### src/rtl/mpuart_pkg.sv
package mpuart_pkg;
   typedef enum logic [1:0] {
      RX_IDLE  = 2'd0,
      RX_START = 2'd1,
      RX_BITS  = 2'd2,
      RX_STOP  = 2'd3
   } rx_state_e;

   function automatic logic vote3(input logic a, input logic b, input logic c);
      return (a & b) | (a & c) | (b & c);
   endfunction
endpackage

### src/rtl/mpuart_flags.sv
module mpuart_flags #(
   parameter int N = 3
) (
   input  logic         clk,
   input  logic         rst_n,
   input  logic [N-1:0] set_i,
   input  logic [N-1:0] clr_i,
   output logic [N-1:0] q_o
);
   for (genvar g = 0; g < N; g++) begin : g_flag
      always_ff @(posedge clk or negedge rst_n) begin
         if (!rst_n)        q_o[g] <= 1'b0;
         else if (set_i[g]) q_o[g] <= 1'b1;
         else if (clr_i[g]) q_o[g] <= 1'b0;
      end
   end
endmodule

### src/rtl/mpuart_addr_match.sv
module mpuart_addr_match #(
   parameter int DATA_W   = 8,
   parameter bit BCAST_EN = 1'b1
) (
   input  logic [DATA_W-1:0] byte_i,
   input  logic [DATA_W-1:0] addr_i,
   input  logic [DATA_W-1:0] mask_i,
   output logic              hit_o
);
   logic hit_given;
   assign hit_given = ((byte_i & mask_i) == (addr_i & mask_i));

   if (BCAST_EN) begin : g_bcast
      logic [DATA_W-1:0] bcast;
      assign bcast = addr_i | mask_i;
      assign hit_o = hit_given | ((byte_i & bcast) == bcast);
   end else begin : g_nobcast
      assign hit_o = hit_given;
   end
endmodule

### src/rtl/mpuart_rx.sv
module mpuart_rx
   import mpuart_pkg::*;
#(
   parameter int DATA_W      = 8,
   parameter int OSR         = 16,
   parameter int SYNC_STAGES = 2
) (
   input  logic              clk,
   input  logic              rst_n,
   input  logic              tick_i,
   input  logic              rxd_i,
   output logic              done_o,
   output logic              bad_stop_o,
   output logic [DATA_W-1:0] data_o,
   output logic              bit9_o
);
   localparam int NBITS = DATA_W + 1;
   localparam int CNT_W = $clog2(OSR);
   localparam int BIT_W = $clog2(NBITS + 1);
   localparam logic [CNT_W-1:0] S_LO  = CNT_W'(OSR / 2 - 1);
   localparam logic [CNT_W-1:0] S_MID = CNT_W'(OSR / 2);
   localparam logic [CNT_W-1:0] S_HI  = CNT_W'(OSR / 2 + 1);
   localparam logic [CNT_W-1:0] LAST  = CNT_W'(OSR - 1);

   logic [SYNC_STAGES-1:0] sync_q;
   logic                   rx_s;
   rx_state_e              state;
   logic [CNT_W-1:0]       tcnt;
   logic [BIT_W-1:0]       bidx;
   logic [NBITS-1:0]       shreg;
   logic [1:0]             vote;
   logic                   bit_v;

   always_ff @(posedge clk or negedge rst_n) begin
      if (!rst_n) sync_q <= '1;
      else        sync_q <= {sync_q[SYNC_STAGES-2:0], rxd_i};
   end
   assign rx_s  = sync_q[SYNC_STAGES-1];
   assign bit_v = vote3(vote[0], vote[1], rx_s);

   always_ff @(posedge clk or negedge rst_n) begin
      if (!rst_n) begin
         state      <= RX_IDLE;
         tcnt       <= '0;
         bidx       <= '0;
         shreg      <= '0;
         vote       <= '0;
         done_o     <= 1'b0;
         bad_stop_o <= 1'b0;
      end else begin
         done_o <= 1'b0;
         if (tick_i) begin
            if (state == RX_IDLE) begin
               if (!rx_s) begin
                  state <= RX_START;
                  tcnt  <= '0;
               end
            end else begin
               tcnt <= (tcnt == LAST) ? '0 : tcnt + 1'b1;
               if (tcnt == S_LO)  vote[0] <= rx_s;
               if (tcnt == S_MID) vote[1] <= rx_s;
               if (tcnt == S_HI) begin
                  case (state)
                     RX_START: if (bit_v) state <= RX_IDLE;
                     RX_BITS: begin
                        shreg <= {bit_v, shreg[NBITS-1:1]};
                        bidx  <= bidx + 1'b1;
                     end
                     RX_STOP: begin
                        done_o     <= 1'b1;
                        bad_stop_o <= ~bit_v;
                        state      <= RX_IDLE;
                     end
                     default: ;
                  endcase
               end
               if (tcnt == LAST) begin
                  if (state == RX_START) begin
                     state <= RX_BITS;
                     bidx  <= '0;
                  end else if (state == RX_BITS && bidx == BIT_W'(NBITS)) begin
                     state <= RX_STOP;
                  end
               end
            end
         end
      end
   end

   assign data_o = shreg[DATA_W-1:0];
   assign bit9_o = shreg[NBITS-1];
endmodule

### src/rtl/mpuart_tx.sv
module mpuart_tx #(
   parameter int DATA_W = 8,
   parameter int OSR    = 16
) (
   input  logic              clk,
   input  logic              rst_n,
   input  logic              tick_i,
   input  logic              load_i,
   input  logic [DATA_W-1:0] data_i,
   input  logic              bit9_i,
   output logic              txd_o,
   output logic              busy_o,
   output logic              stop_begin_o
);
   localparam int FW    = DATA_W + 3;
   localparam int BW    = $clog2(FW);
   localparam int CNT_W = $clog2(OSR);
   localparam logic [CNT_W-1:0] LAST = CNT_W'(OSR - 1);

   logic [FW-1:0]    shreg;
   logic [CNT_W-1:0] tcnt;
   logic [BW-1:0]    bidx;

   always_ff @(posedge clk or negedge rst_n) begin
      if (!rst_n) begin
         shreg        <= '1;
         tcnt         <= '0;
         bidx         <= '0;
         busy_o       <= 1'b0;
         stop_begin_o <= 1'b0;
      end else begin
         stop_begin_o <= 1'b0;
         if (!busy_o) begin
            if (load_i) begin
               shreg  <= {1'b1, bit9_i, data_i, 1'b0};
               busy_o <= 1'b1;
               tcnt   <= '0;
               bidx   <= '0;
            end
         end else if (tick_i) begin
            tcnt <= (tcnt == LAST) ? '0 : tcnt + 1'b1;
            if (tcnt == LAST) begin
               if (bidx == BW'(FW - 1)) begin
                  busy_o <= 1'b0;
               end else begin
                  shreg <= {1'b1, shreg[FW-1:1]};
                  bidx  <= bidx + 1'b1;
                  if (bidx == BW'(FW - 2)) stop_begin_o <= 1'b1;
               end
            end
         end
      end
   end

   assign txd_o = busy_o ? shreg[0] : 1'b1;
endmodule

### src/rtl/mpuart_node.sv
module mpuart_node #(
   parameter int DATA_W      = 8,
   parameter int OSR         = 16,
   parameter int SYNC_STAGES = 2,
   parameter bit BCAST_EN    = 1'b1
) (
   input  logic              clk,
   input  logic              rst_n,
   input  logic              tick16,
   input  logic              rxd,
   output logic              txd,
   input  logic              tx_load,
   input  logic [DATA_W-1:0] tx_data,
   input  logic              tx_bit9,
   output logic              tx_busy,
   output logic [DATA_W-1:0] rx_data,
   output logic              rx_bit9,
   input  logic              sm2,
   input  logic [DATA_W-1:0] node_addr,
   input  logic [DATA_W-1:0] addr_mask,
   input  logic              fe_view,
   input  logic              mode_bit,
   output logic              fe_or_mode,
   output logic              ri,
   output logic              ti,
   input  logic              clr_ri,
   input  logic              clr_ti,
   input  logic              clr_fe
);
   if (OSR < 8)         begin : g_chk_osr  $error("OSR must be at least 8"); end
   if (SYNC_STAGES < 2) begin : g_chk_sync $error("SYNC_STAGES must be at least 2"); end
   if (DATA_W < 1)      begin : g_chk_dw   $error("DATA_W must be positive"); end

   logic              fr_done, fr_bad;
   logic [DATA_W-1:0] fr_data;
   logic              fr_b9;
   logic              addr_hit;
   logic              accept;
   logic              ti_set;
   logic              fe_flag;
   logic [2:0]        flag_q;

   mpuart_rx #(.DATA_W(DATA_W), .OSR(OSR), .SYNC_STAGES(SYNC_STAGES)) rx_i (
      .clk(clk), .rst_n(rst_n), .tick_i(tick16), .rxd_i(rxd),
      .done_o(fr_done), .bad_stop_o(fr_bad), .data_o(fr_data), .bit9_o(fr_b9)
   );

   mpuart_addr_match #(.DATA_W(DATA_W), .BCAST_EN(BCAST_EN)) match_i (
      .byte_i(fr_data), .addr_i(node_addr), .mask_i(addr_mask), .hit_o(addr_hit)
   );

   mpuart_tx #(.DATA_W(DATA_W), .OSR(OSR)) tx_i (
      .clk(clk), .rst_n(rst_n), .tick_i(tick16), .load_i(tx_load),
      .data_i(tx_data), .bit9_i(tx_bit9), .txd_o(txd), .busy_o(tx_busy),
      .stop_begin_o(ti_set)
   );

   assign accept = fr_done & (~sm2 | (fr_b9 & addr_hit));

   always_ff @(posedge clk or negedge rst_n) begin
      if (!rst_n) begin
         rx_data <= '0;
         rx_bit9 <= 1'b0;
      end else if (accept) begin
         rx_data <= fr_data;
         rx_bit9 <= fr_b9;
      end
   end

   mpuart_flags #(.N(3)) flags_i (
      .clk(clk), .rst_n(rst_n),
      .set_i({fr_done & fr_bad, ti_set, accept}),
      .clr_i({clr_fe, clr_ti, clr_ri}),
      .q_o(flag_q)
   );

   assign ri         = flag_q[0];
   assign ti         = flag_q[1];
   assign fe_flag    = flag_q[2];
   assign fe_or_mode = fe_view ? fe_flag : mode_bit;
endmodule

### config.mk
export PLATFORM = sky130hd
export DESIGN_NAME = mpuart_node
export DESIGN_NICKNAME = d
export VERILOG_FILES = /design/src/rtl/mpuart_pkg.sv /design/src/rtl/mpuart_flags.sv /design/src/rtl/mpuart_addr_match.sv /design/src/rtl/mpuart_rx.sv /design/src/rtl/mpuart_tx.sv /design/src/rtl/mpuart_node.sv
export SDC_FILE = /design/constraint.sdc
export NUM_CORES = 1
export LEC_CHECK = 0
export ABC_CLOCK_PERIOD_IN_PS = 2300
export BUFFER_PORTS_ARGS = -buffer_cell sky130_fd_sc_hd__buf_4
export CORE_MARGIN = 1.5
export CORE_UTILIZATION = 40
export DETAILED_ROUTE_END_ITERATION = 7
export PLACE_DENSITY_LB_ADDON = 0.12
export SLEW_MARGIN = 0
export SYNTH_ARGS = -nofsm -noshare
export SYNTH_HDL_FRONTEND = slang
export SYNTH_SLANG_ARGS = --single-unit
### constraint.sdc
create_clock -name clk -period 2.3 [get_ports clk]
set_clock_uncertainty 0.05 [all_clocks]
set_input_delay 0.23 -clock clk [delete_from_list [all_inputs] [get_ports clk]]
set_output_delay 0.23 -clock clk [all_outputs]
set_load 0.03 [all_outputs]
==> results.tsv, run 1 <==
metric	value	unit
outcome	finished clean	
worst hold path type	input port to flop	
worst slew margin relative to its limit	0.5216	
type of element capturing the critical path	flop	
1st-iter DRT viols	113	
layout cells sized above 1	0.2818	
setup repair after global routing missed its margin	no	
TritonCTS clock tree	built	
Critical-path top delay cell	sky130_fd_sc_hd__or3_1	
crit-path cells	o21bai_1 -> o2111ai_1 -> or3_1 -> and3_2 -> a211o_1	
worst hold slack after final layout	0.03510	ns
number of rows created at floorplan	31	
via count of the first global-routing pass	2351	
maximum net fanout on the critical path	17	
wire length after detailed routing	6.335	mm
Clock H-tree levels	3	
Sink Count	57	
post-layout instance area	3692	um2
count of input and output buffers	49	
final setup violating endpoints	0	
number of nets in the layout	409	
total power divided by cell area	726.6	nW/um2
stage delay of the slowest cell on the critical path	0.60	ns
sequential cell area fraction in the yosys report	0.4758	
Antenna Cells	0	
via count	2418	
peak ir drop on the vdd network	0.4280	mV
most frequent cells after synthesis	45 x sky130_fd_sc_hd__dfrtp_1, 32 x sky130_fd_sc_hd__nand2_1, 30 x sky130_fd_sc_hd__nor2_1	
post-CTS sizing	0	
required time of the critical path	2.46	ns
worst path setup slack after routing	0.2329	ns
total global routing overflow	0	
final critical delay including setup and external delays	2.067	ns
NetSw	790.0	uW
die span in x	90.02	um
antenna viol nets, final	0	
initial antenna violation count	0	
clock slew seen by the registers of the worst setup and hold paths	0.06	ns
Yosys cell types	45	
area share of the leading cell type in the synthesized netlist	0.3717	
library cell with the highest instance count after synthesis	sky130_fd_sc_hd__dfrtp_1	
clock group share of total power	0.296	
Area Growth Syn to Fin	21.89	%
sequential share of power	0.517	
Placeable Area	7292	um2
aggregate global-route resource usage	0.1714	
post-detailed-route wirelength per cell	13.54	um
Initial Utilization	0.4154	
HPWL after detailed placement	4.420	mm
Root Driver	sky130_fd_sc_hd__clkbuf_8	
final count of hold timing violations	0	
worst slack after detailed placement	0.2588	ns
weighted congestion reported at the end of routability-driven placement	0.8339	
critical path startpoint category	flop	
Skew-Pair Late Insertion Delay	0.33	ns
count of synthesis-stage warnings from yosys	0	
dpl cells	450	
net count of the mapped netlist	353	
cell area after placement	3511	um2
switching power as a share of total power	0.2945	
number of flip-flops and latches in the synthesized netlist	57	
flip-flop cell with the highest count after synthesis	sky130_fd_sc_hd__dfrtp_1	
Bufs on Longest Clock Path	2	
slew at the pin with the worst max-slew slack	0.7175	ns
top post-synthesis cells by area	sky130_fd_sc_hd__dfrtp_1 37%, sky130_fd_sc_hd__dfstp_2 10%, sky130_fd_sc_hd__mux2_2 4.8%	
sum of negative setup slack	0	ns
die height	90.02	um
EDFF count, synth	0	
signal arrival time at the worst endpoint	2.23	ns
Worst Setup Path Type	flop to flop	
pin count of the biggest net entering global routing	58	
DRC viols	0	
die area	8104	um2
cell area after synthesis	3029	um2
Synth Area per Inst	9.835	um2
biggest area consumer among synthesized cells	sky130_fd_sc_hd__dfrtp_1	
crit share post-route	0.8987	
drt pass-1 iters	4	
Max Cap Violations	0	
number of max-slew violations in the final report	0	
Cells after Synth	308	
part of the power in combinational logic	0.188	
highest clock rate	0.4838	GHz
detail-routed via count per cell	5.167	
clock buffers created by TritonCTS	9	
global-route wire length before repair	11.17	mm
number of placed I/O pins	50	
Cell Count, Final, Fillers Out	468	
share of synthesized flip-flops with an asynchronous set or reset	1.000	
Leakage	0.001747	uW
Pint	1893	uW
## layout by cell type (no fill, tap or decap), types with 12 or more instances in the layout
cell                       n
sky130_fd_sc_hd__buf_4    58
sky130_fd_sc_hd__dfrtp_1  45
sky130_fd_sc_hd__nand2_1  32
sky130_fd_sc_hd__nor2_1   30
sky130_fd_sc_hd__o21ai_0  28
sky130_fd_sc_hd__nand3_1  17
sky130_fd_sc_hd__mux2_2   13
sky130_fd_sc_hd__xor2_1   13
sky130_fd_sc_hd__a22oi_1  12
sky130_fd_sc_hd__dfstp_2  12
## worst max-delay path: cells and delay by family, from the launching register on
| kind | cells | cell delay [ns] |
|---|---|---|
| flip-flops | 1 | 0.45 |
| AND/OR/NAND/NOR | 2 | 0.90 |
| AO/OA/AOI/OAI | 3 | 0.54 |
## worst paths after layout
| kind | cells past startpoint | from | slack [ns] | end |
|---|---|---|---|---|
| hold reg to reg | 0 | rx_i.sync_q[0]$_DFF_PN1_ | 0.32 | rx_i.sync_q[1]$_DFF_PN1_ |
| min in group asynchronous | 2 | rst_n | 0.45 | rx_i.shreg[3]$_DFFE_PN0P_ |
| hold / removal | 2 | clr_fe | 0.04 | flags_i.q_o[2]$_DFFE_PN0P_ |
| setup / recovery | 5 | rx_i.shreg[4]$_DFFE_PN0P_ | 0.23 | rx_data[2]$_DFFE_PN0P_ |
| setup reg to reg | 5 | rx_i.shreg[4]$_DFFE_PN0P_ | 0.23 | rx_data[2]$_DFFE_PN0P_ |
| max in group asynchronous | 2 | rst_n | 1.28 | tx_i.busy_o$_DFF_PN0_ |
## registers in the layout, summed over array words and instances (netlist names), 3 cells and up
register	cells
flags_i.q_o	3
rx_data	8
rx_i.bidx	4
rx_i.shreg	9
rx_i.tcnt	4
tx_i.bidx	4
tx_i.shreg	10
tx_i.tcnt	4
## power groups by stage
| stage | logic, uW | clock network, uW | registers [uW] |
|---|---|---|---|
| 2_1_floorplan | 388 | 0 | 1340 |
| 3_3_place_gp | 492 | 0 | 1400 |
| 3_5_place_dp | 507 | 0 | 1400 |
| 4_1_cts | 512 | 820 | 1380 |
| 5_1_grt | 583 | 867 | 1420 |
| 6_report | 503 | 794 | 1390 |
## cells by family after synthesis
logic type | count (synthesis) | synth area share
AOI/OAI and AO/OA | 73 | 0.1557
xor gates and xnor gates | 14 | 0.04048
adders and majority gates | 10 | 0.04048
buffers and inverters | 24 | 0.03676
DFF | 57 | 0.4758
muxes | 21 | 0.07476
and+or+nand+nor | 109 | 0.1760
## layout make-up
type / instances / area [um2]
Clock buffer: 15 / 156.4
Clock inverter: 1 / 5.005
Fill cell: 723 / 3600
Inverter: 9 / 33.78
Multi-Input combinational cell: 227 / 1476
Sequential cell: 57 / 1441
Tap cell: 99 / 123.9
Timing Repair Buffer: 60 / 455.4
## timing repair
item | 4_1_cts | 5_1_grt
hold buffers | 2 | 0
endpoints found under the hold margin | 46 | 0
setup endpoints to repair | 0 | 0
buffers inserted | 0 | 0
## through the flow
stage	utilization	power, uW
2_1_floorplan	-	1724
3_3_place_gp	0.4815	1891
3_5_place_dp	0.4815	1908
4_1_cts	0.5063	2716
5_1_grt	0.5063	2866
6_report	0.5063	2683
## per-layer routing
metal | vias up | global-route usage | routed length, um
li1 | 1205 | - | -
met1 | 1142 | 0.2229 | 3045
met2 | 59 | 0.2645 | 2843
met3 | 12 | 0.03976 | 297
met4 | 0 | 0.09127 | 148
met5 | - | 0 | 0
Note: power is estimated with default switching activity, not from simulation.
==> run 2, diff against run 1 <==
Settings changed: CORE_ASPECT_RATIO set to 0.8.
==> results.tsv, run 2 (synthesis gave the netlist of run 1 again) <==
metric	value	unit	change
Clock H-tree levels	3		unchanged
count of input and output buffers	49		unchanged
sum of met3 wire segment lengths after detailed routing	357	um	+20%
post-detailed-route wirelength per cell	14.30	um	+5.6%
critical path startpoint category	flop		
Critical-path top delay cell	sky130_fd_sc_hd__or3_1		
post-route total power	3074	uW	+15%
Root Driver	sky130_fd_sc_hd__clkbuf_8		
required time of the critical path	2.47	ns	about the same
Worst Setup Path Type	flop to flop		
dpl cells	441		-2.0%
post-layout instance area	3774	um2	+2.2%
1st-iter DRT viols	87		-23%
peak ir drop on the vdd network	0.3755	mV	-12%
crit-path cells	o21bai_1 -> o2111ai_1 -> or3_1 -> and3_2 -> a211o_1		
crit share post-route	0.8937		-0.005000
final critical delay including setup and external delays	2.056	ns	-0.01150 ns
signal arrival time at the worst endpoint	2.22	ns	about the same
Bufs on Longest Clock Path	2		unchanged
via count of the first global-routing pass	2350		-0.043%
total buffers and inverters traversed by the critical path	0		unchanged
Worst path top cell family by delay	simple AND/OR/NAND/NOR gates		
post-CTS sizing	0		unchanged
number of max-slew violations in the final report	0		unchanged
pin count of the biggest net entering global routing	58		unchanged
global-route wire length before repair	11.04	mm	-1.2%
type of element capturing the critical path	flop		
layout cells sized above 1	0.2927		+0.01084
slew at the pin with the worst max-slew slack	0.7169	ns	-0.0006699 ns
Largest register FFs	10		unchanged
number of nets in the layout	409		unchanged
initial antenna violation count	0		unchanged
number of filler instances in the final layout	695		-3.9%
worst slew margin relative to its limit	0.5221		about the same
weighted congestion reported at the end of routability-driven placement	0.7984		-4.3%
commonest cells after routing, fill and taps aside	58 x sky130_fd_sc_hd__buf_4, 45 x sky130_fd_sc_hd__dfrtp_1, 32 x sky130_fd_sc_hd__nand2_1, 30 x sky130_fd_sc_hd__nor2_1, 28 x sky130_fd_sc_hd__o21ai_0		
number of rows created at floorplan	28		-9.7%
antenna viol nets, final	0		unchanged
total power divided by cell area	814.5	nW/um2	+12%
routed length on met1	3.157	mm	+3.7%
stage delay of the slowest cell on the critical path	0.60	ns	about the same
register with the highest flop count	tx_i.shreg		
worst hold path type	input port to flop		
Initial Utilization	0.4117		-0.003674
number of setup buffers added after CTS	0		unchanged
sum of negative setup slack	0	ns	unchanged
setup repair after global routing missed its margin	no		
Skew-Pair Late Insertion Delay	0.33	ns	about the same
Max Cap Violations	0		unchanged
maximum net fanout on the critical path	17		unchanged
uppermost layer routed	met4		
Sink Count	57		unchanged
Leakage	0.001791	uW	+2.5%
Cell Count, Final, Fillers Out	459		-1.9%
outcome	finished clean		
registers with the most flip-flops	tx_i.shreg x10, rx_i.shreg x9, rx_data x8		
met2 wire length	2.997	mm	+5.4%
die area	8107	um2	about the same
detail-routed via count per cell	5.305		+2.7%
cell area after placement	3500	um2	-0.32%
die span in x	100.3	um	+11%
die height	80.84	um	-10%
final count of hold timing violations	0		unchanged
aggregate global-route resource usage	0.1777		+0.006276
Placeable Area	7357	um2	+0.89%
highest clock rate	0.4865	GHz	+0.56%
wire length after detailed routing	6.563	mm	+3.6%
TritonCTS clock tree	built		
via count	2435		+0.70%
drt pass-1 iters	4		unchanged
Area Growth Syn to Fin	24.58	%	
clock slew seen by the registers of the worst setup and hold paths	0.07	ns	about the same
number of placed I/O pins	50		unchanged
Antenna Cells	0		unchanged
HPWL after detailed placement	4.618	mm	+4.5%
DRC viols	0		unchanged
leading cell type in the layout, fill and taps excluded	sky130_fd_sc_hd__buf_4		
total global routing overflow	0		unchanged
clock buffers created by TritonCTS	9		unchanged
final setup violating endpoints	0		unchanged
-- run 2: final cells by class --
type | count | area, um2 | share of cell area
Sequential cell | 57 | 1441 | 0.3820
Multi-Input combinational cell | 227 | 1476 | 0.3912
Clock buffer | 12 | 155.1 | 0.04111
Timing Repair Buffer | 60 | 455.4 | 0.1207
Clock inverter | 4 | 98.84 | 0.02619
Tap cell | 90 | 112.6 | 0.02984
Inverter | 9 | 33.78 | 0.008952
-- run 2: repair_timing --
item | 4_1_cts | 5_1_grt
endpoints found under the setup margin | 0 | 0
hold buffers | 2 | 0
endpoints found under the hold margin | 46 | 0
-- run 2: metal layers --
metal / global-route usage / vias to the layer above
met5: 0 / -
met4: 0.05775 / 0
met3: 0.05594 / 6
met2: 0.2837 / 64
met1: 0.2314 / 1158
li1: - / 1207
-- run 2: report_power, final --
part | total (uW) | internal [uW] | switching [uW] | leakage [uW]
clock network | 1180 | 781 | 398 | 0.000127
registers | 1390 | 1230 | 166 | 0.000684
logic | 503 | 246 | 257 | 0.000980
total | 3070 | 2250 | 821 | 0.00179
-- run 2: final timing paths --
kind	start	endpoint	slack, ns	cells after the start
setup / recovery	rx_i.shreg[4]$_DFFE_PN0P_	rx_data[3]$_DFFE_PN0P_	0.24	5
hold / removal	clr_fe	flags_i.q_o[2]$_DFFE_PN0P_	0.04	2
setup reg to reg	rx_i.shreg[4]$_DFFE_PN0P_	rx_data[3]$_DFFE_PN0P_	0.24	5
hold reg to reg	rx_i.sync_q[0]$_DFF_PN1_	rx_i.sync_q[1]$_DFF_PN1_	0.31	0
max in group asynchronous	rst_n	rx_bit9$_DFFE_PN0P_	1.28	2
min in group asynchronous	rst_n	tx_i.busy_o$_DFF_PN0_	0.45	2
-- run 2: stage by stage --
stage                     hold WS, ns  worst slack [ns]    util
after detailed placement       0.2895            0.2625  0.4757
after floorplan               -0.1156            0.4028       -
final                         0.03682            0.2444  0.5129
after global routing          0.03278           0.08206  0.5129
after CTS                     0.01634            0.2487  0.5129
after global placement         0.2889            0.3062  0.4757
==> run 3, diff against run 2 <==
Settings changed: PLACE_DENSITY set to 0.67, PLACE_DENSITY_LB_ADDON 0.12 to not set.
==> results.tsv, run 3 (synthesis gave the netlist of run 1 again) <==
metric	value	unit	change
Worst Setup Path Type	flop to flop		
Hold Crit Depth	2		unchanged
die span in x	100.3	um	unchanged
crit share post-route	0.9030		+0.009228
type of element capturing the critical path	flop		
R2R cell count	5		unchanged
die height	80.84	um	unchanged
layout cells sized above 1	0.2946		+0.001912
TritonCTS clock tree	built		
register with the highest flop count	tx_i.shreg		
Sink Count	57		unchanged
wire length after detailed routing	6.527	mm	-0.55%
Leakage	0.001776	uW	-0.85%
total power divided by cell area	776.7	nW/um2	-4.6%
Initial Utilization	0.4117		unchanged
DRC viols	0		unchanged
registers with the most flip-flops	tx_i.shreg x10, rx_i.shreg x9, rx_data x8		
met1 usage in global routing	0.2347		+0.003308
via count of the first global-routing pass	2447		+4.1%
final critical delay including setup and external delays	2.077	ns	+0.02122 ns
drt pass-1 iters	4		unchanged
pin count of the biggest net entering global routing	58		unchanged
clock slew seen by the registers of the worst setup and hold paths	0.07	ns	about the same
setup repair after global routing missed its margin	no		
slew at the pin with the worst max-slew slack	0.7206	ns	+0.003770 ns
peak ir drop on the vdd network	0.6031	mV	+61%
signal arrival time at the worst endpoint	2.25	ns	+0.03 ns
Max Cap Violations	0		unchanged
critical path startpoint category	flop		
final setup violating endpoints	0		unchanged
worst hold slack after final layout	0.04648	ns	+0.009664 ns
worst hold path type	input port to flop		
global-route wire length before repair	11.40	mm	+3.2%
Register-to-Register Setup Slack	0.22	ns	-0.02 ns
clock buffers created by TritonCTS	9		unchanged
aggregate global-route resource usage	0.1796		+0.001929
Placeable Area	7357	um2	unchanged
Root Driver	sky130_fd_sc_hd__clkbuf_8		
detail-routed via count per cell	5.372		+1.3%
antenna viol nets, final	0		unchanged
Clock H-tree levels	3		unchanged
number of placed I/O pins	50		unchanged
leading cell type in the layout, fill and taps excluded	sky130_fd_sc_hd__buf_4		
HPWL after detailed placement	4.547	mm	-1.5%
final count of hold timing violations	0		unchanged
Skew-Pair Late Insertion Delay	0.34	ns	about the same
number of max-slew violations in the final report	0		unchanged
GR Layer Usage met2	0.2891		+0.005442
Largest register FFs	10		unchanged
outcome	finished clean		
die area	8107	um2	unchanged
initial antenna violation count	0		unchanged
Antenna Cells	0		unchanged
number of setup buffers added after CTS	0		unchanged
maximum net fanout on the critical path	17		unchanged
weighted congestion reported at the end of routability-driven placement	0.8534		+6.9%
worst slew margin relative to its limit	0.5196		-0.002514
commonest cells after routing, fill and taps aside	59 x sky130_fd_sc_hd__buf_4, 45 x sky130_fd_sc_hd__dfrtp_1, 32 x sky130_fd_sc_hd__nand2_1, 30 x sky130_fd_sc_hd__nor2_1, 28 x sky130_fd_sc_hd__o21ai_0		
highest clock rate	0.4815	GHz	-1.0%
post-detailed-route wirelength per cell	14.19	um	-0.76%
met3 track utilization from global routing	0.05766		+0.001721
total global routing overflow	0		unchanged
worst hold start	clr_fe		
Worst Hold Endpoint	flags_i.q_o[2]$_DFFE_PN0P_		
sum of negative setup slack	0	ns	unchanged
required time of the critical path	2.48	ns	about the same
via count	2471		+1.5%
Bufs on Longest Clock Path	2		unchanged
number of rows created at floorplan	28		unchanged
worst reg2reg path endpoint	rx_data[2]$_DFFE_PN0P_		
global route hottest layer	met2		
Area Growth Syn to Fin	23.38	%	
number of nets in the layout	410		+0.24%
1st-iter DRT viols	182		+110%
start of the worst register-to-register path	rx_i.shreg[4]$_DFFE_PN0P_		
post-CTS sizing	0		unchanged
count of input and output buffers	49		unchanged
## run 3: changes by cell type in the layout (fill, tap and decap cells not counted), sizes merged
cell / previous run / this run
clkbuf: 12 / 10
clkinv: 1 / 3
clkinvlp: 0 / 1
buf: 58 / 59
bufinv: 3 / 2
## run 3: per-stage QoR
| step | util | cells | setup WS [ns] | total power, uW | cell area, um2 |
|---|---|---|---|---|---|
| global route | 0.5080 | 460 | 0.1073 | 3105 | 3737 |
| CTS | 0.5080 | 460 | 0.2101 | 2944 | 3737 |
| global placement | 0.4767 | 442 | 0.3158 | 1885 | 3507 |
| floorplan | - | 308 | 0.4028 | 1724 | 3029 |
| finish | 0.5080 | 460 | 0.2232 | 2903 | 3737 |
| detailed placement | 0.4767 | 442 | 0.2290 | 1910 | 3507 |
## run 3: power breakdown
part / switching (uW) / internal, uW
clock network: 405 / 604
registers: 165 / 1230
logic: 259 / 245
total: 829 / 2070
## run 3: routing by layer
layer,up-vias,part of all wire
li1,1206,-
met1,1182,0.47
met2,74,0.46
met3,9,0.063
met4,0,0.0095
met5,-,0
## run 3: layout make-up
class / count / area [um2]
Tap cell: 90 / 112.6
Clock inverter: 6 / 82.58
Clock buffer: 10 / 127.6
Timing Repair Buffer: 61 / 462.9
Inverter: 9 / 33.78
Fill cell: 691 / 3620
Sequential cell: 57 / 1441
Multi-Input combinational cell: 227 / 1476
## run 3: repair_timing
action,CTS,global route
hold buffers,2,0
setup endpoints to repair,0,0
hold endpoints to repair,46,0
## run 3: worst max-delay path, stage by stage (launching register included)
cell                        delay [ns]
sky130_fd_sc_hd__dfrtp_1          0.43
sky130_fd_sc_hd__o21bai_1         0.15
sky130_fd_sc_hd__o2111ai_1        0.13
sky130_fd_sc_hd__or3_1            0.60
sky130_fd_sc_hd__and3_2           0.31
sky130_fd_sc_hd__a211o_1          0.29
## run 3: worst max-delay path by stage
stage	startpoint	to	slack [ns]	cells past startpoint
2_1_floorplan	tx_i.busy_o$_DFF_PN0_	tx_i.bidx[0]$_DFFE_PN0P_	0.40	7
3_3_place_gp	rx_i.shreg[2]$_DFFE_PN0P_	rx_data[3]$_DFFE_PN0P_	0.32	5
3_5_place_dp	rx_i.shreg[4]$_DFFE_PN0P_	rx_data[3]$_DFFE_PN0P_	0.23	5
4_1_cts	rx_i.shreg[4]$_DFFE_PN0P_	rx_data[2]$_DFFE_PN0P_	0.21	5
5_1_grt	rx_i.shreg[1]$_DFFE_PN0P_	rx_data[2]$_DFFE_PN0P_	0.11	5
6_report	rx_i.shreg[4]$_DFFE_PN0P_	rx_data[2]$_DFFE_PN0P_	0.22	5
